--- src/rtl/cwa_pkg.sv ---
package cwa_pkg;
  // code-group width and comma run length
  localparam int unsigned CG_W     = 10;
  localparam int unsigned MARK_LEN = 7;
  // vector bit 0 is the earliest bit: 0,0,1,1,1,1,1 and its complement
  localparam logic [MARK_LEN-1:0] MARK_NEG = 7'b1111100;
  localparam logic [MARK_LEN-1:0] MARK_POS = 7'b0000011;
endpackage

--- src/rtl/cwa_comma_scan.sv ---
module cwa_comma_scan #(
  parameter int unsigned GW    = 10,
  parameter int unsigned MLEN  = 7,
  parameter logic [MLEN-1:0] PAT_N = '0,
  parameter logic [MLEN-1:0] PAT_P = '1,
  localparam int unsigned WIN_W = 2*GW - 1
) (
  input  logic [WIN_W-1:0] win,
  output logic [GW-1:0]    hit
);
  // one comparator pair per candidate offset
  for (genvar k = 0; k < GW; k++) begin : g_off
    logic [MLEN-1:0] slice;
    assign slice  = win[k +: MLEN];
    assign hit[k] = (slice == PAT_N) || (slice == PAT_P);
  end
endmodule

--- src/rtl/cwa_word_pick.sv ---
module cwa_word_pick #(
  parameter int unsigned GW = 10,
  localparam int unsigned WIN_W = 2*GW - 1,
  localparam int unsigned OFF_W = $clog2(GW)
) (
  input  logic [WIN_W-1:0] win,
  input  logic [OFF_W-1:0] off,
  output logic [GW-1:0]    word
);
  logic [GW-1:0] cand [GW];

  for (genvar k = 0; k < GW; k++) begin : g_cand
    assign cand[k] = win[k +: GW];
  end

  always_comb begin
    word = cand[0];
    for (int k = 0; k < GW; k++) begin
      if (off == OFF_W'(k)) word = cand[k];
    end
  end
endmodule

--- src/rtl/cwa_offset_ctl.sv ---
module cwa_offset_ctl #(
  parameter int unsigned GW = 10,
  localparam int unsigned OFF_W = $clog2(GW)
) (
  input  logic             clk,
  input  logic             rst_n,
  input  logic             step,
  input  logic [GW-1:0]    hits,
  input  logic             realign_en,
  output logic [OFF_W-1:0] off_use,
  output logic             flag,
  output logic             locked
);
  logic [OFF_W-1:0] off_q;
  logic [OFF_W-1:0] first_hit;
  logic             found;
  logic             move;

  // lowest offset wins
  always_comb begin
    first_hit = '0;
    found     = 1'b0;
    for (int k = GW-1; k >= 0; k--) begin
      if (hits[k]) begin
        first_hit = OFF_W'(k);
        found     = 1'b1;
      end
    end
  end

  assign move    = found && (!locked || (realign_en && (first_hit != off_q)));
  assign off_use = move ? first_hit : off_q;

  always_comb begin
    flag = 1'b0;
    for (int k = 0; k < GW; k++) begin
      if (off_use == OFF_W'(k)) flag = hits[k];
    end
  end

  always_ff @(posedge clk or negedge rst_n) begin
    if (!rst_n) begin
      off_q  <= '0;
      locked <= 1'b0;
    end else if (step) begin
      if (move)  off_q  <= first_hit;
      if (found) locked <= 1'b1;
    end
  end

  // lock is sticky
  a_r5_lock_sticky: assert property (@(posedge clk) disable iff (!rst_n)
    locked |=> locked);
  // no movement once locked while realignment is off
  a_r6_keep_offset: assert property (@(posedge clk) disable iff (!rst_n)
    (locked && !realign_en) |=> $stable(off_q));
  // offset stays within the code group
  a_r2_off_range: assert property (@(posedge clk) disable iff (!rst_n)
    off_q < OFF_W'(GW));
endmodule

--- src/rtl/comma_word_aligner.sv ---
module comma_word_aligner
  import cwa_pkg::*;
#(
  parameter int unsigned GW   = CG_W,
  parameter int unsigned MLEN = MARK_LEN,
  parameter logic [MLEN-1:0] PAT_N = MARK_NEG,
  parameter logic [MLEN-1:0] PAT_P = MARK_POS
) (
  input  logic          clk,
  input  logic          rst_n,
  input  logic [GW-1:0] in_data,
  input  logic          in_valid,
  output logic          in_ready,
  input  logic          realign_en,
  output logic [GW-1:0] out_data,
  output logic          out_valid,
  input  logic          out_ready,
  output logic          out_comma,
  output logic          locked
);
  localparam int unsigned WIN_W = 2*GW - 1;
  localparam int unsigned OFF_W = $clog2(GW);

  logic             adv;
  logic [GW-1:0]    hist_q;
  logic [WIN_W-1:0] win_d, win_q;
  logic [GW-1:0]    hit_d, hit_q;
  logic             s1_valid;
  logic [OFF_W-1:0] off_use;
  logic             flag;
  logic [GW-1:0]    word;

  // whole pipe moves when the output slot is free or being taken
  assign adv      = !out_valid || out_ready;
  assign in_ready = adv;

  assign win_d = {in_data[GW-2:0], hist_q};

  cwa_comma_scan #(.GW(GW), .MLEN(MLEN), .PAT_N(PAT_N), .PAT_P(PAT_P)) u_scan (
    .win (win_d),
    .hit (hit_d)
  );

  // stage 1: window and detections
  always_ff @(posedge clk or negedge rst_n) begin
    if (!rst_n) begin
      hist_q   <= '0;
      win_q    <= '0;
      hit_q    <= '0;
      s1_valid <= 1'b0;
    end else if (adv) begin
      s1_valid <= in_valid;
      if (in_valid) begin
        hist_q <= in_data;
        win_q  <= win_d;
        hit_q  <= hit_d;
      end
    end
  end

  cwa_offset_ctl #(.GW(GW)) u_ctl (
    .clk        (clk),
    .rst_n      (rst_n),
    .step       (adv && s1_valid),
    .hits       (hit_q),
    .realign_en (realign_en),
    .off_use    (off_use),
    .flag       (flag),
    .locked     (locked)
  );

  cwa_word_pick #(.GW(GW)) u_pick (
    .win  (win_q),
    .off  (off_use),
    .word (word)
  );

  // stage 2: aligned word
  always_ff @(posedge clk or negedge rst_n) begin
    if (!rst_n) begin
      out_valid <= 1'b0;
      out_data  <= '0;
      out_comma <= 1'b0;
    end else if (adv) begin
      out_valid <= s1_valid;
      out_comma <= s1_valid && flag;
      if (s1_valid) out_data <= word;
    end
  end

  // stalled word is held
  a_r9_hold: assert property (@(posedge clk) disable iff (!rst_n)
    (out_valid && !out_ready) |=> (out_valid && $stable(out_data) && $stable(out_comma)));
  // no intake while the output is stalled
  a_r9_no_intake: assert property (@(posedge clk) disable iff (!rst_n)
    (out_valid && !out_ready) |-> !in_ready);
  // comma flag only travels with a word
  a_r3_comma_valid: assert property (@(posedge clk) disable iff (!rst_n)
    out_comma |-> out_valid);
  // a flagged comma implies lock
  a_r5_comma_locked: assert property (@(posedge clk) disable iff (!rst_n)
    out_comma |-> locked);
endmodule

--- config.mk ---
export PLATFORM = sky130hd
export DESIGN_NAME = comma_word_aligner
export DESIGN_NICKNAME = d
export VERILOG_FILES = /design/src/rtl/cwa_pkg.sv /design/src/rtl/cwa_comma_scan.sv /design/src/rtl/cwa_word_pick.sv /design/src/rtl/cwa_offset_ctl.sv /design/src/rtl/comma_word_aligner.sv
export SDC_FILE = /design/constraint.sdc
export NUM_CORES = 1
export LEC_CHECK = 0
export CAP_MARGIN = 40
export CORE_MARGIN = 2
export CORE_UTILIZATION = 40
export CTS_CLUSTER_SIZE = 14
export DETAILED_ROUTE_END_ITERATION = 8
export GPL_TIMING_DRIVEN = 1
export PLACE_DENSITY = 0.69
export SYNTH_ARGS = -nofsm -noshare
export SYNTH_HDL_FRONTEND = slang
export SYNTH_SLANG_ARGS = --single-unit
export TNS_END_PERCENT = 20
--- constraint.sdc ---
create_clock -name clk -period 3.9 [get_ports clk]
set_input_delay 0.39 -clock clk [delete_from_list [all_inputs] [get_ports clk]]
set_output_delay 0.39 -clock clk [all_outputs]
set_load 0.02 [all_outputs]
==> results.tsv <==
stage	metric	value	unit
cts	cts_setup_buffers	0	
floorplanning	core	0.00872	mm²
floorplanning	start_util	41.2	%
place	place.gp.congestion	0.919	
floorplanning	dieHeight	98.8	µm
pwr	p_seq_share	28.7	%
outcome	status	finished with violations	
routing	final_antenna_net_count	0	
floorplanning	rows	34	
timing	worstMarginPinSlew	0.715	ns
global_route	grt_use_total	22.7	%
timing	relSlewSlack	51.1	%
timing	rsz0062_at_grt	false	
timing	finalSetupTns	0	ns
floorplanning	die_x	98.8	µm
outcome	violations	negative hold slack	
timing	finalSetupViolations	0	
logic_synthesis	synth_area_leader_cell	dfrtp_1	
pwr	p_sw_share	47.1	%
timing	layout_setup_ws	0.256	ns
worst_setup_path	crit_arrival	3.83	ns
timing	period_minus_slack	3.64	ns
pwr	internal-power	1.48	mW
logic_synthesis	synth.distinct_cells	69	
floorplanning	io_pins	29	
logic_synthesis	synth-async-reset-ratio	100	%
worst_setup_path	cp.required	4.08	ns
routing	wl	11000	µm
floorplanning	dieArea	0.00976	mm²
logic_synthesis	ys_ff_latch	48	
pwr	power.switching	1.32	mW
cts	clkTransAtPathRegs	0.11	ns
routing	drt_pass1_iterations	5	
logic_synthesis	synth_top_area_share	33.4	%
routing	vias_per_cell	6.68	
job	cap_viol_max_count	0	
cts	cts-resized-gates	0	
place	hpwl	7920	µm
cts	cts_sinks	48	
logic_synthesis	synth_edf_count	0	
global_route	grt_pass1_wl	18100	µm
timing	finalHoldViolations	7	
finish	stdcell_count	554	
timing	slew_violations	0	
place	portBuffers	28	
pwr	ir_drop	0.297	mV
finish	diodes	0	
worst_setup_path	start_kind	register	
finish	fin_nets	460	
global_route	antenna_found_initial	0	
logic_synthesis	synth_warnings	0	
pwr	p_leak	1.53	nW
cts	clk_latency	0.32	ns
routing	route.vias.total	3703	
timing	skew	0.0170	ns
pwr	clockPowerShare	12.2	%
finish	syn2layout_area_growth	13.8	%
logic_synthesis	synth_most_common_cell	dfrtp_1	
global_route	grt_start_max_net_pins	33	
timing	post-route-period-util	93.4	%
min_path	hold_class	in -> async	
logic_synthesis	yosysSeqAreaShare	33.4	%
logic_synthesis	synth_flop_cell	dfrtp_1	
place	post-place-cells	546	
logic_synthesis	synth_top_cells_by_count	dfrtp_1, nand2_1, nor2_1	
finish	drive_gt1_share	14.8	%
logic_synthesis	post_synth_inst_count	430	
routing	drt_iter0_markers	537	
pwr	p_per_area	685	mW/mm²
cts	clock-root-buffer	clkbuf_8	
global_route	grt_pass1_vias	3458	
logic_synthesis	synth_area_leaders	dfrtp_1, mux2_2, nand2_1, o21ai_0, nor2_1	
routing	drc	0	
cts	cts-hold-fix-buffers	0	
worst_setup_path	crit_path_end_kind	register	
timing	hold_ws	-0.00871	ns
worst_setup_path	worst-setup-path-type	reg -> reg	
pwr	power_frac_comb	59.1	%
place	dpl_worst_slack	0.315	ns
place	placed_area	0.00399	mm²
cts	ctsHtreeMaxLevel	2	
logic_synthesis	syn_nets	445	
routing	avgRoutedWirePerCell	19.8	µm
logic_synthesis	avgSynthCellArea	8.36	µm²
cts	cts.path.max_buffers	2	
global_route	grt-ovfl-total	0	
finish	stdcell_area	0.00409	mm²
cts	numCtsBuffers	5	
logic_synthesis	syn_area	0.00359	mm²
timing	fmax	0.274	GHz
cts	cts_tree	done	
worst_setup_path	path_max_fanout	10	
-- layout by cell type, fill, tap and decap left out, drive strengths merged, types with 4 or more instances in the layout --
cell type	instances
a2111oi	5
a211oi	9
a21oi	26
a221oi	7
a31oi	6
a41oi	4
buf	21
clkbuf	6
clkdlybuf4s50	27
dfrtp	48
inv	13
mux2	17
mux2i	4
nand2	45
nand2b	4
nand3	5
nor2	35
nor2b	4
nor3	16
nor4	13
o211ai	5
o21ai	35
o221ai	11
o22a	6
o22ai	12
o31ai	5
or4	4
-- state kept, by name (all words and copies together) (netlist names) --
name / count
hist_q: 10
win_q: 10
hit_q: 10
out_valid: 1
out_comma: 1
s1_valid: 1
u_ctl.locked: 1
u_ctl.off_q: 4
out_data: 10
-- worst max-delay path: stages (launching register included) --
cell      delay [ns]
dfrtp_1         0.48
or4_4           0.61
nor3_2          0.19
xnor2_1         0.29
clkinv_1        0.20
o21ai_2         0.37
o32a_1          0.60
nor2_8          0.12
a221oi_1        0.36
o221a_2         0.25
a211oi_2        0.04
-- cell families after synthesis --
logic type | Yosys count | share of synthesized area [%]
xor gates and xnor gates | 1 | 0.244
muxes | 21 | 6.55
AOI/OAI and AO/OA | 164 | 33.0
buffers and inverters | 53 | 6.48
DFF | 48 | 33.4
and+or+nand+nor | 143 | 20.3
-- final timing paths --
kind,start,to,slack [ns],depth (start not counted)
max in group asynchronous,rst_n,hit_q[5],3.39,2
max,hit_q[3],out_data[5],0.26,10
max reg2reg,hit_q[3],out_data[5],0.26,10
min in group clk,out_data[2],out_data[2],0.50,2
min,rst_n,win_q[1],-0.009,1
min reg2reg,out_data[2],out_data[2],0.50,2
-- layout make-up --
| type | instances | area (µm²) |
|---|---|---|
| sequential | 48 | 1200 |
| timing repair buffer | 48 | 445 |
| clock inverter | 2 | 17.5 |
| tap | 108 | 135 |
| inverter | 13 | 48.8 |
| clock buffer | 6 | 82.6 |
| fill | 828 | 4630 |
| multi-input combinational | 329 | 2160 |
-- routing by layer --
| layer | global-route usage [%] | wire length (µm) |
|---|---|---|
| met4 | 7.06 | 297 |
| met5 | 0 | 0 |
| met3 | 3.48 | 1130 |
| met1 | 32.7 | 4650 |
| met2 | 35.4 | 4920 |
-- power by group through the flow --
stage / combinational, mW / clock [mW] / sequential, mW
finish: 1.66 / 0.341 / 0.805
CTS: 1.62 / 0.352 / 0.796
global route: 1.80 / 0.365 / 0.824
floorplan: 1.17 / 0 / 0.765
detailed placement: 1.62 / 0 / 0.804
global placement: 1.59 / 0 / 0.805
-- metrics by stage --
stage	power, mW	utilization (%)
finish	2.80	46.9
global route	2.99	46.9
CTS	2.77	46.9
detailed placement	2.42	45.8
global placement	2.40	45.4
floorplan	1.93	-
(Power assumes the default switching activity.)
